--- src/rtl/eis_pkg.sv ---
package eis_pkg;
   localparam int REG_W   = 8;
   localparam int CODE_HI = 7;
   localparam int CODE_LO = 6;
   localparam int EN_BIT  = 5;

   typedef enum logic [1:0] {
      SENSE_LVL_RISE = 2'b00,
      SENSE_RISE     = 2'b01,
      SENSE_FALL     = 2'b10,
      SENSE_BOTH     = 2'b11
   } sense_e;

   typedef struct packed {
      sense_e sense;
      logic   en;
   } cfg_t;

   localparam cfg_t CFG_RESET = '{sense: SENSE_LVL_RISE, en: 1'b1};
endpackage

--- src/rtl/eis_sync.sv ---
module eis_sync #(
   parameter int             W       = 1,
   parameter int             STAGES  = 2,
   parameter logic [W-1:0]   RST_VAL = '0
) (
   input  logic         clk,
   input  logic         rst_n,
   input  logic [W-1:0] d,
   output logic [W-1:0] q
);
   generate
      if (STAGES == 0) begin : g_bypass
         assign q = d;
      end else begin : g_chain
         logic [W-1:0] stg [STAGES];
         always_ff @(posedge clk or negedge rst_n) begin
            if (!rst_n) begin
               for (int i = 0; i < STAGES; i++) stg[i] <= RST_VAL;
            end else begin
               stg[0] <= d;
               for (int i = 1; i < STAGES; i++) stg[i] <= stg[i-1];
            end
         end
         assign q = stg[STAGES-1];
      end
   endgenerate
endmodule

--- src/rtl/eis_combine.sv ---
module eis_combine #(
   parameter int N = 4
) (
   input  logic         irq_n,
   input  logic [N-1:0] wake,
   input  logic [N-1:0] wake_en,
   output logic         ei
);
   logic [N-1:0] gated;
   assign gated = wake & wake_en;
   assign ei    = ~irq_n | (|gated);
endmodule

--- src/rtl/eis_cfg.sv ---
module eis_cfg
   import eis_pkg::*;
(
   input  logic       clk,
   input  logic       rst_n,
   input  logic       we,
   input  logic       imask,
   input  logic [2:0] wbits,
   output cfg_t       cfg,
   output logic       sense_chg
);
   logic   take;
   sense_e new_sense;

   assign take      = we & imask;
   assign new_sense = sense_e'(wbits[2:1]);
   assign sense_chg = take & (new_sense != cfg.sense);

   always_ff @(posedge clk or negedge rst_n) begin
      if (!rst_n)    cfg <= CFG_RESET;
      else if (take) cfg <= '{sense: new_sense, en: wbits[0]};
   end
endmodule

--- src/rtl/eis_detect.sv ---
module eis_detect
   import eis_pkg::*;
(
   input  logic clk,
   input  logic rst_n,
   input  logic ei,
   input  cfg_t cfg,
   input  logic clr,
   input  logic ack,
   output logic edge_hit,
   output logic req
);
   logic ei_q;
   logic pend;

   always_comb begin
      unique case (cfg.sense)
         SENSE_LVL_RISE,
         SENSE_RISE:     edge_hit = ei & ~ei_q;
         SENSE_FALL:     edge_hit = ~ei & ei_q;
         default:        edge_hit = ei ^ ei_q;
      endcase
   end

   always_ff @(posedge clk or negedge rst_n) begin
      if (!rst_n) begin
         ei_q <= 1'b0;
         pend <= 1'b0;
      end else begin
         ei_q <= ei;
         if (clr || !cfg.en) pend <= 1'b0;
         else if (edge_hit)  pend <= 1'b1;
         else if (ack)       pend <= 1'b0;
      end
   end

   assign req = cfg.en & (pend | ((cfg.sense == SENSE_LVL_RISE) & ei));
endmodule

--- src/rtl/ext_irq_sense.sv ---
module ext_irq_sense
   import eis_pkg::*;
#(
   parameter int N_WAKE      = 4,
   parameter int SYNC_STAGES = 2
) (
   input  logic              clk,
   input  logic              rst_n,
   input  logic              irq_n_pin,
   input  logic [N_WAKE-1:0] wake_pin,
   input  logic [N_WAKE-1:0] wake_en,
   input  logic              imask,
   input  logic              cfg_we,
   input  logic [REG_W-1:0]  cfg_wdata,
   input  logic              int_ack,
   output logic              int_req,
   output logic [REG_W-1:0]  cfg_rdata
);
   generate
      if (N_WAKE < 1 || N_WAKE > 32) begin : g_bad_nwake
         $error("N_WAKE must lie in 1..32");
      end
      if (SYNC_STAGES < 0 || SYNC_STAGES > 4) begin : g_bad_sync
         $error("SYNC_STAGES must lie in 0..4");
      end
   endgenerate

   logic              irq_n_s;
   logic [N_WAKE-1:0] wake_s;
   logic              ei;
   cfg_t              cfg;
   logic              sense_chg;
   logic              edge_hit;
   logic              unused_wdata;

   assign unused_wdata = ^cfg_wdata[EN_BIT-1:0];

   eis_sync #(.W(1), .STAGES(SYNC_STAGES), .RST_VAL(1'b1)) u_sync_irq (
      .clk(clk), .rst_n(rst_n), .d(irq_n_pin), .q(irq_n_s));

   eis_sync #(.W(N_WAKE), .STAGES(SYNC_STAGES), .RST_VAL('0)) u_sync_wake (
      .clk(clk), .rst_n(rst_n), .d(wake_pin), .q(wake_s));

   eis_combine #(.N(N_WAKE)) u_comb (
      .irq_n(irq_n_s), .wake(wake_s), .wake_en(wake_en), .ei(ei));

   eis_cfg u_cfg (
      .clk(clk), .rst_n(rst_n), .we(cfg_we), .imask(imask),
      .wbits(cfg_wdata[CODE_HI:EN_BIT]), .cfg(cfg), .sense_chg(sense_chg));

   eis_detect u_det (
      .clk(clk), .rst_n(rst_n), .ei(ei), .cfg(cfg), .clr(sense_chg),
      .ack(int_ack), .edge_hit(edge_hit), .req(int_req));

   always_comb begin
      cfg_rdata                 = '0;
      cfg_rdata[CODE_HI:CODE_LO] = cfg.sense;
      cfg_rdata[EN_BIT]          = cfg.en;
   end
endmodule

--- config.mk ---
export PLATFORM = sky130hd
export DESIGN_NAME = ext_irq_sense
export DESIGN_NICKNAME = d
export VERILOG_FILES = /design/src/rtl/eis_pkg.sv /design/src/rtl/eis_sync.sv /design/src/rtl/eis_combine.sv /design/src/rtl/eis_cfg.sv /design/src/rtl/eis_detect.sv /design/src/rtl/ext_irq_sense.sv
export SDC_FILE = /design/constraint.sdc
export NUM_CORES = 1
export LEC_CHECK = 0
export BUFFER_PORTS_ARGS = -buffer_cell sky130_fd_sc_hd__clkbuf_2
export CORE_AREA = 2 2 39 41
export DETAILED_ROUTE_END_ITERATION = 12
export DIE_AREA = 0 0 41 43
export GPL_TIMING_DRIVEN = 0
export PLACE_DENSITY = 0.78
export SYNTH_ARGS = -nofsm -noshare
export SYNTH_HDL_FRONTEND = slang
export SYNTH_SLANG_ARGS = --single-unit
--- constraint.sdc ---
create_clock -name clk -period 3.1 [get_ports clk]
set_input_delay 0.155 -clock clk [delete_from_list [all_inputs] [get_ports clk]]
set_output_delay 0.155 -clock clk [all_outputs]
set_load 0.01 [all_outputs]
-- After elaboration in Yosys (flattened, before gate mapping)
Index checks and enable logic that the tools add are counted.
- register bits: 15
- latch bits: 0
- memories kept: 0
- RAM bits: 0
- input port bits: 22
- memory bits (read-only): 0
- output and inout port bits: 9
- bitwise logic cells: 13
- divide/modulo/power cells: 0
- order comparisons: 0
- shift operators: 0
- reduce and logical (&&, ||, !) cells: 6
- $add $sub $neg: 0
- mux-type cells: 4
- equality and inequality tests: 3
- multipliers: 0
- operators with widths (operator ; count):
    $and A1 B1 Y1 ; 6
    $and A4 B4 Y4 ; 1
    $reduce_or A4 Y1 ; 1
    $mux W1 ; 3
    $not A1 Y1 ; 3
    $reduce_bool A3 Y1 ; 1
    $eq A2 B1 Y1 const B ; 1
    $eq A2 B2 Y1 const B ; 1
    $logic_not A2 Y1 ; 1
    $ne A2 B2 Y1 ; 1
    $or A1 B1 Y1 ; 2
    $pmux W1 S2 ; 1
    $reduce_or A2 Y1 ; 1
    $logic_not A1 Y1 ; 1
    $logic_or A1 B1 Y1 ; 1
    $xor A1 B1 Y1 ; 1

-- Longest topological paths before layout
Gate-level depths: netlist of the first run.
- word-level depth: 8
- depth in mapped cells: 7

-- Hierarchy
A second synthesis of the first run with hierarchy kept.
- cell total of the unflattened synthesis: 49
- area total of the unflattened synthesis: 658.1 µm²
- modules (own cells, without submodules) (module ; cells each ; sequential area each (µm²) ; instances ; area an instance (µm²)):
    eis_sync at u_sync_wake ; 12 ; 200.2 ; 1 ; 230.2
    eis_detect ; 16 ; 50.0 ; 1 ; 165.2
    eis_cfg ; 10 ; 76.3 ; 1 ; 150.1
    eis_sync at u_sync_irq ; 2 ; 52.6 ; 1 ; 52.6
    ext_irq_sense ; 6 ; 0.0 ; 1 ; 41.3
    eis_combine ; 3 ; 0.0 ; 1 ; 18.8

-- Worst setup path after synthesis of the first run
OpenSTA, ideal clock, no wires.
- path type: reg-to-reg
- start point: reg u_sync_wake.g_chain.stg (netlist bit u_sync_wake.q[0])
- end point: reg u_det.pend
- period minus slack after synthesis: 1.579 ns
- setup slack: 1.521 ns
- cell stages (with the launch flop): 8
- data arrival time: 1.480 ns
- buffers on the path: 0
- setup time: 0.099 ns
- cells stage by stage: dfrtp_1 > a222oi_1 > nand3_1 > inv_1 > ha_1 > nand2_1 > o211ai_1 > a311oi_1
- cells in the longest elaborated chain, start to end: 8
- elaborated cells between the ends (all ways): 11
- classes of those cells: mux (3); bitwise (6); reduce/logical (2)
- RTL lines (what ; line ; text):
    start: declaration ; eis_sync.sv:15 ; logic [W-1:0] stg [STAGES];
    $and A4 B4 Y4 * ; eis_combine.sv:10 ; assign gated = wake & wake_en;
    $reduce_or A4 Y1 * ; eis_combine.sv:11 ; assign ei = ~irq_n | (|gated);
    $or A1 B1 Y1 * ; eis_combine.sv:11 ;
    via ei ; ext_irq_sense.sv:30 ; logic ei;
    $not A1 Y1 ; eis_detect.sv:20 ; SENSE_FALL: edge_hit = ~ei & ei_q;
    $and A1 B1 Y1 ; eis_detect.sv:20 ;
    $pmux W1 S2 * ; eis_detect.sv:17 ; unique case (cfg.sense)
    $mux W1 ; eis_detect.sv:32 ; else if (edge_hit) pend <= 1'b1;
    $mux W1 ; eis_detect.sv:31 ; if (clr || !cfg.en) pend <= 1'b0;
    end signal: assignment ; eis_detect.sv:31 ;
    end signal: assignment ; eis_detect.sv:32 ;
    end signal: assignment ; eis_detect.sv:33 ; else if (ack) pend <= 1'b0;
    end: declaration ; eis_detect.sv:14 ; logic pend;
The timed path passes the listed nets; every way through them passes the cells marked *.
A chain may end at the register's enable or synchronous reset.

-- Final worst setup path of the first run
Same ends and word-level chain as after synthesis.

==> impl_results.md, run 1 <==
- Critical path arrival: 1.93 ns
- Setup crit start kind: flip-flop
- Critical path destination: u_det.pend$_DFFE_PN0P_
- Die Y: 43 um
- Tot GR Track Use: 0.128
- Layout filler cell count: 113
- DRT Wirelength: 828 um
- Pre-antenna DRT Iters: 4
- Clock sink count: 15
- CTS Buffer Depth: 2
- Post-Syn Area: 582 um^2
- Clk_skew: roughly 0.0048 ns
- Slew Viols, Final: 0
- CTS clk-pin slew, worst paths: roughly 0.08 ns
- Final setup viols: 0
- Layout cells sized above 1: 0.442
- Die area: 1760 um^2
- Reg-to-Reg Start: u_sync_wake.q[0]$_DFF_PN0_
- P_sw: 0.0000910 W
- Worst setup margin: 1.34 ns
- RSZ-0062 raised after global routing: false
- R2r setup slk: roughly 1.3 ns
- Initial Utilization: 0.420
- Final core occ: 0.580
- Vias per inst: ~4.3
- Multi-input gate area: 169 um^2
- DRC viols: 0
- Leak: roughly 0.41 nW
- Iter 0 DRT Violations: 2
- Worst-skew pair later-pin latency: 0.27 ns
- Maximum clock rate: 568 MHz
- R2r endpoint: u_det.pend$_DFFE_PN0P_
- VDD IR max: 0.267 mV
- CP Max Fanout: 4
- Vias: 403
- Post-Place Worst Slack: 1.34 ns
- Die Wd: 41 um
- Sw Share: 0.233
- Portion of total power attributed to the clock network: 0.261
- Vias in the first global route: 396
- RePlAce Congestion: roughly 0.74
- Final hold slack: 0.112 ns
- First-pass GRT wire length: roughly 1400 um
- Core ar.: 1380 um^2
- Internal power: approximately 0.00030 W
- Combinational power share: 0.165
- Setup bufs post-CTS: 0
- Synth Instances: 43
- CTS tree: yes
- PostCTS Resize Cnt: 0
- H-Tree Depth: 1
- Commonest non-fill, non-tap cell in the layout: clkbuf_2
- Fin crit period: 1.76 ns
- Worst-case reg-to-reg path depth: 7
- WP data required: 3.27 ns
- Max_cap viols: 0
- Worst Hold Class: input port to flip-flop
- Sequential area share after synthesis: 0.652
- Root Driver: clkbuf_4
- Flops & latches, synth: 15
- Pwr Density: between 400 and 500 nW/um^2
- Antenna Cells: 0
- Hold violation total from the final report: 0
- Final worst path period share: 0.568
- Synth unique cells: 17
- # rows: 14
- Layout area overhead: 38.1%
- Register area: 379 um^2
- Kind of critical path: flip-flop to flip-flop
- I/O pin total: 31
- Seq pwr share: 0.574
- Cts bufs inserted: 3
- Crit path from: u_sync_wake.q[0]$_DFF_PN0_
- Synth Warn #: 0
- Post-DP HPWL: 639 um
- Status: complete, no violations
- Critical Path Sink Type: flip-flop
- Nets: 102
- Commonest non-fill, non-tap cells in the layout: clkbuf_2 (20), dfrtp_1 (12), dlygate4sd3_1 (6)
- Initial antenna violation count: 0
- Wire per inst: 8.90 um
- Port-buffer cells: 20
- GR Overflow Total: 0
- Mean Syn Cell Area: 13.5 um^2
- Antenna Nets Post-Route: 0
- Largest net degree at the start of global routing: 16
- Setup_tns: 0 ns
-- worst max-delay path, stage by stage, from the launching register on --
cell	delay, ns
dfrtp_1	0.36
a222oi_1	0.36
nand3_1	0.21
inv_1	0.10
ha_1	0.23
nand2_1	0.07
o211ai_1	0.08
a311oi_1	0.26
-- area by class of cell --
cell class / count / area share
clock buffer: 4 / 0.0327
tap: 16 / 0.0249
inverter: 3 / 0.0140
buffer: 5 / 0.0467
multi-input combinational: 24 / 0.210
sequential: 15 / 0.472
timing repair buffer: 26 / 0.199
-- power by group through the flow --
stage          clock (W)  sequential, W  combinational, W
3_3_place_gp           0       0.000227         0.0000581
4_1_cts         0.000106       0.000224         0.0000654
5_1_grt         0.000112       0.000228         0.0000715
3_5_place_dp           0       0.000228         0.0000593
6_report        0.000102       0.000224         0.0000645
2_1_floorplan          0       0.000229         0.0000322
-- cells in the mapped netlist --
cell	count	area [um^2]
mux2_2	3	33.8
a22o_1	1	8.76
nand2b_1	2	12.5
a311oi_1	1	8.76
nand3_1	1	5.00
inv_1	3	11.3
dfrtp_1	12	300
conb_1	1	3.75
nand2_1	3	11.3
o211ai_1	1	7.51
dfstp_2	3	78.8
a222oi_1	1	10.0
ha_1	2	25.0
xnor2_1	2	17.5
nor3_1	1	5.00
a21oi_1	1	5.00
buf_4	5	37.5
-- routing by layer --
layer / global-route usage / wire length (um) / vias to the layer above
li1: - / - / 202
met5: 0 / 0 / -
met4: 0.100 / 16 / 0
met3: 0.0262 / 57 / 2
met2: 0.213 / 450 / 13
met1: 0.125 / 304 / 186
-- cells by family after synthesis --
family	after synthesis	share of synthesized area
flip-flops	15	0.652
buffers and inverters	8	0.0839
AND/OR/NAND/NOR	7	0.0580
AO/OA/AOI/OAI	5	0.0688
multiplexers	3	0.0581
adder cells (fa/ha/maj)	2	0.0430
XOR/XNOR	2	0.0301
other	1	0.00645
-- metrics by stage --
step,instances,instance area [um^2],total power [W]
floorplan,47,597,0.000261
global placement,83,717,0.000285
detailed placement,83,717,0.000288
CTS,93,803,0.000396
global route,93,803,0.000411
finish,93,803,0.000391
-- what timing repair did --
action,in CTS,in global routing
endpoints found under the setup margin,0,0
hold buffers,6,0
endpoints found under the hold margin,17,0
-- sequential cells by signal (all words and copies together), names as in the netlist --
name                     cells
u_sync_wake.g_chain.stg      4
u_sync_wake.q                4
u_cfg.cfg                    3
u_det.ei_q                   1
u_det.pend                   1
u_sync_irq.g_chain.stg       1
u_sync_irq.q                 1
-- worst min-delay path by stage --
stage                             from                        to  cells past startpoint
after floorplan                  rst_n  u_cfg.cfg[1]$_DFFE_PN0P_                      0
after detailed placement         rst_n  u_cfg.cfg[1]$_DFFE_PN0P_                      1
after global placement           rst_n  u_cfg.cfg[2]$_DFFE_PN0P_                      1
after CTS                 cfg_wdata[5]  u_cfg.cfg[0]$_DFFE_PN1P_                      2
final                     cfg_wdata[5]  u_cfg.cfg[0]$_DFFE_PN1P_                      2
after global routing      cfg_wdata[5]  u_cfg.cfg[0]$_DFFE_PN1P_                      2
Power figures use the tool's default switching activity.
==> inputs of run 2 (changes only) <==
CORE_AREA = default   (was 2 2 39 41)
CORE_MARGIN = 2   (was default)
CORE_UTILIZATION = 41   (was default)
DIE_AREA = default   (was 0 0 41 43)
PLACE_DENSITY = 0.74   (was 0.78)
clock period = 1.7 ns   (was 3.1 ns; I/O delays follow)
==> run 2 against run 1 <==
- combinational power increased by 88%
- largest power group unchanged
- final area grew 1.7%
- first-iteration DRC count rose to 3.5 times the previous value
- cell count rose by 1.1%
==> impl_results.md, run 2 (same netlist as run 1, synthesis figures left out) <==
- R2r endpoint: u_det.pend$_DFFE_PN0P_
- Die Y: 41.7 um
- Largest net degree at the start of global routing: 16
- Commonest non-fill, non-tap cells in the layout: clkbuf_2 (19), dfrtp_1 (12), buf_4 (7)
- Nets: 104
- I/O pin total: 31
- Critical path arrival: roughly 1.6 ns
- # rows: 13
- Crit path from: u_sync_wake.q[0]$_DFF_PN0_
- Pre-antenna DRT Iters: 4
- CP max stage cell: dfrtp_1
- Final core occ: 0.620
- Kind of critical path: flip-flop to output pin
- GR Overflow Total: 0
- Final setup viols: 0
- Initial Utilization: 0.442
- Leak: 0.423 nW
- Reg-to-Reg Start: u_sync_wake.q[0]$_DFF_PN0_
- Initial antenna violation count: 0
- Hold violation total from the final report: 0
- Pwr Density: 877 nW/um^2
- Worst Hold Endpoint: u_cfg.cfg[0]$_DFFE_PN1P_
- Crit-path cells: a222oi_1 -> nand3_1 -> buf_4 -> a22o_1 -> buf_2
- Layout area overhead: 40.4%
- Core ar.: ~1300 um^2
- Cts bufs inserted: 3
- Worst Hold Path Cells: 2
- Antenna Nets Post-Route: 0
- RePlAce Congestion: ~0.63
- Antenna Cells: 0
- WP data required: 1.62 ns
- Status: complete, no violations
- Critical Path Sink Type: output pin
- Design Power: 0.000717 W
- CP Max Fanout: 2
- Layout cells sized above 1: 0.456
- DRC viols: 0
- Root Driver: clkbuf_4
- Fin crit period: 1.67 ns
- Slew Viols, Final: 0
- Die area: 1740 um^2
- Commonest non-fill, non-tap cell in the layout: clkbuf_2
- Register area: ~380 um^2
- CTS clk-pin slew, worst paths: 0.08 ns
- R2r setup slk: about 0.06 ns
- Final worst path period share: 0.980
- Max_cap viols: 0
- H-Tree Depth: 1
- Layout filler cell count: 104
- First-pass GRT wire length: about 1500 um
- Port-buffer cells: 20
- Vias per inst: between 4 and 5
- Post-DP HPWL: 653 um
- Worst-skew pair later-pin latency: ~0.27 ns
- VDD IR max: 0.733 mV
- Iter 0 DRT Violations: 7
- Multi-input gate area: 169 um^2
- Crit path largest cell delay: about 0.36 ns
- CTS Buffer Depth: 2
- Worst-case reg-to-reg path depth: 7
- DRT Wirelength: 877 um
- Worst Hold Class: input port to flip-flop
- Maximum clock rate: 600 MHz
- Vias in the first global route: 376
- Tot GR Track Use: 0.119
- Placed cells: 82
- Die Wd: 41.7 um
- Setup crit start kind: flip-flop
- Clock sink count: 15
- CTS tree: yes
- Vias: 413
- Wire per inst: ~9.3 um
- Hold Path Origin: cfg_wdata[5]
- Non-filler cells in the finished layout: 94
- Clk_skew: 0.00449 ns
- RSZ-0062 raised after global routing: true
run 2: cell count changes in the layout (fill, tap and decap cells not counted):
cell      before  now
buf_4          5    7
buf_2          0    1
clkbuf_2      20   19
run 2: worst max path at each step:
stage	to	slack [ns]	cells after the start
finish	int_req	0.03	5
global route	u_det.pend$_DFFE_PN0P_	-0.10	7
CTS	int_req	0.0006	5
global placement	u_det.pend$_DFFE_PN0P_	-0.06	7
detailed placement	u_det.pend$_DFFE_PN0P_	-0.1	7
floorplan	u_det.pend$_DFFE_PN0P_	0.12	7
run 2: stage by stage:
stage	hold slack, ns	worst slack [ns]	instance area [um^2]	TNS [ns]
global route	0.0372	-0.101	817	-0.195
detailed placement	-0.000624	-0.0963	716	-0.0963
finish	0.0416	0.0334	817	0
global placement	0.00166	-0.0631	716	-0.0631
floorplan	-0.211	0.121	597	0
CTS	0.0299	0.000579	817	0
run 2: worst max-delay path, delay by kind of cell (launching register included):
| family | cells | cell delay [ns] |
|---|---|---|
| AOI/OAI and AO/OA | 2 | 0.50 |
| DFF | 1 | 0.36 |
| buffers and inverters | 2 | 0.29 |
| and+or+nand+nor | 1 | 0.15 |
run 2: final cells by class:
cell class                      count  area share
Clock buffer                        4      0.0322
Multi-Input combinational cell     24       0.207
Inverter                            3      0.0138
Buffer                              5      0.0459
Sequential cell                    15       0.464
Timing Repair Buffer               28       0.214
Tap cell                           15      0.0230
run 2: layer usage:
| metal | GRT usage | part of all wire | vias to the layer above |
|---|---|---|---|
| met2 | 0.178 | 0.47 | 20 |
| met1 | 0.146 | 0.43 | 182 |
| li1 | - | - | 207 |
| met3 | 0.0261 | 0.065 | 4 |
| met4 | 0.0968 | 0.033 | 0 |
| met5 | 0 | 0 | - |
run 2: repair_timing:
| action | 4_1_cts | 5_1_grt |
|---|---|---|
| hold buffers | 6 | 0 |
| buffers inserted | 2 | 0 |
| gates resized for setup | 0 | 1 |
| setup endpoints to repair | 1 | 2 |
| endpoints found under the hold margin | 20 | 0 |
| pin swaps | 2 | 1 |
run 2: power breakdown:
part	switching, W	internal (W)
logic	0.0000506	0.0000708
registers	0.0000213	0.000388
clock network	0.0000949	0.0000908
==> inputs of run 3 (changes only) <==
clock period = 1.58 ns   (was 1.7 ns; I/O delays follow)
==> run 3 against run 2 <==
- the flow now finishes with violations (negative setup slack)
- die area unchanged
- count of clock-buffer cells in the layout did not move
- sequential power grew 7.6%
- critical path depth unchanged
- flip-flop and latch count did not move
- register-to-register slack worse by 0.09 ns
- highest routed layer unchanged
==> impl_results.md, run 3 (same netlist as run 1, synthesis figures left out) <==
- Reg-to-Reg Start: u_sync_wake.q[0]$_DFF_PN0_
- I/O pin total: 31
- Crit path largest cell delay: 0.36 ns
- Kind of critical path: flip-flop to output pin
- RePlAce Congestion: 0.633
- Crit-path cells: a222oi_1 -> nand3_1 -> buf_4 -> a22o_1 -> buf_2
- Commonest non-fill, non-tap cell in the layout: clkbuf_2
- Antenna Cells: 0
- Die area: about 1700 um^2
- Failing checks: negative setup slack
- R2r endpoint: u_det.pend$_DFFE_PN0P_
- DRT Wirelength: 905 um
- Placed cell area: 716 um^2
- Critical path arrival: 1.55 ns
- Core ar.: 1320 um^2
- CP max stage cell: dfrtp_1
- Post-Place Worst Slack: -0.216 ns
- GR Overflow Total: 0
- Crit-path leading delay family: compound AO/OA/AOI/OAI gates
- Die Wd: 41.7 um
- CTS tree: yes
- Maximum clock rate: 612 MHz
- Slew Viols, Final: 0
- CTS clk-pin slew, worst paths: 0.08 ns
- WP data required: approximately 1.5 ns
- Layout area overhead: 40.4%
- Worst path buffer plus inverter count: 2
- Wire per inst: 9.63 um
- Clock sink count: 15
- Layout cells sized above 1: 0.456
- Initial antenna violation count: 0
- Crit path from: u_sync_wake.q[0]$_DFF_PN0_
- Post-DP HPWL: 653 um
- Setup crit start kind: flip-flop
- R2r setup slk: -0.03 ns
- RSZ-0062 raised after global routing: true
- CP Max Fanout: 2
- Worst-case reg-to-reg path depth: 7
- Status: finished with violations
- Hold violation total from the final report: 0
- Final setup viols: 2
- First-pass GRT wire length: 1540 um
- DRC viols: 0
- Critical Path Sink Type: output pin
- Fin crit period: 1.63 ns
- Critical path destination: int_req
- Nets: 104
- Iter 0 DRT Violations: 10
- VDD IR max: roughly 0.79 mV
- Worst-skew pair later-pin latency: 0.27 ns
- Worst Hold Class: input port to flip-flop
- CTS Buffer Depth: 2
- Root Driver: clkbuf_4
- Vias: 411
- Tot GR Track Use: 0.121
- Pre-antenna DRT Iters: 6
- Initial Utilization: 0.442
- Worst setup margin: -0.0539 ns
- Max_cap viols: 0
- Leak: 0.423 nW
- H-Tree Depth: 1
- Antenna Nets Post-Route: 0
- Port-buffer cells: 20
- Design area: 817 um^2
- Pwr Density: roughly 950 nW/um^2
- Vias in the first global route: 384
- Clk_skew: slightly below 0.008 ns
- Final worst path period share: 1.03
- Die Y: roughly 42 um
- # rows: 13
- Final hold slack: 0.0311 ns
- Commonest non-fill, non-tap cells in the layout: clkbuf_2 (19), dfrtp_1 (12), buf_4 (7)
- Largest net degree at the start of global routing: 16
- Vias per inst: 4.37
- Critical path depth in cells: 5
- Cts bufs inserted: 3
==> run 3: cell counts in the layout (fill, tap and decap cells not counted) <==
Identical to the previous run, type by type.
==> run 3: layout make-up <==
| type | instances | area, um^2 |
|---|---|---|
| plain buffers | 5 | 37.5 |
| clock buffers | 4 | 26.3 |
| fillers | 106 | 500 |
| inverters | 3 | 11.3 |
| multi-input cells | 24 | 169 |
| flip-flops and latches | 15 | 379 |
| well taps | 15 | 18.8 |
| repair buffers | 28 | 175 |
==> run 3: how the worst min path moves through the flow <==
| stage | startpoint | endpoint | slack [ns] | cells past startpoint |
|---|---|---|---|---|
| final | cfg_wdata[5] | u_cfg.cfg[0]$_DFFE_PN1P_ | 0.03 | 2 |
| after global routing | cfg_wdata[5] | u_cfg.cfg[0]$_DFFE_PN1P_ | 0.03 | 2 |
| after CTS | cfg_wdata[5] | u_cfg.cfg[0]$_DFFE_PN1P_ | 0.02 | 2 |
| after detailed placement | rst_n | u_sync_wake.g_chain.stg[5]$_DFF_PN0_ | -0.007 | 1 |
| after global placement | rst_n | u_sync_wake.g_chain.stg[5]$_DFF_PN0_ | -0.004 | 1 |
| after floorplan | rst_n | u_cfg.cfg[1]$_DFFE_PN0P_ | -0.22 | 0 |
==> run 3: power by group <==
part	switching, W	total [W]	leakage, nW	internal, W
clock	0.000106	0.000203	0.0150	0.0000978
sequential	0.0000230	0.000441	0.171	0.000418
combinational	0.0000546	0.000131	0.237	0.0000763
==> run 3: worst reg2reg max path, delay by kind of cell (launching register included) <==
family	cells	cell delay [ns]
and+or+nand+nor	2	0.22
buffers and inverters	1	0.08
adders and majority gates	1	0.22
AOI/OAI and AO/OA	3	0.65
DFF	1	0.36
==> run 3: per-stage QoR <==
stage                     utilization  total power [W]  TNS, ns  cells
after detailed placement        0.543         0.000564   -0.216     82
final                           0.620         0.000775  -0.0861     94
after global routing            0.620         0.000821   -0.377     94
after CTS                       0.620         0.000782   -0.178     94
after floorplan                     -         0.000512        0     47
after global placement          0.543         0.000561   -0.183     82
==> run 3: repair_timing <==
item                       CTS  global route
setup endpoints to repair    2             2
pin swaps                    4             2
gates resized for setup      0             1
hold endpoints to repair    20             0
gates cloned                 0             0
hold buffers                 6             0
buffers inserted             2             0
==> run 3: layer usage <==
layer  wire (um)  GRT usage  share of wire  vias up
met2         428      0.188           0.47       20
met3          60     0.0261          0.066        4
met5           0          0              0        -
li1            -          -              -      206
met1         388      0.144           0.43      181
met4          29     0.0968          0.032        0
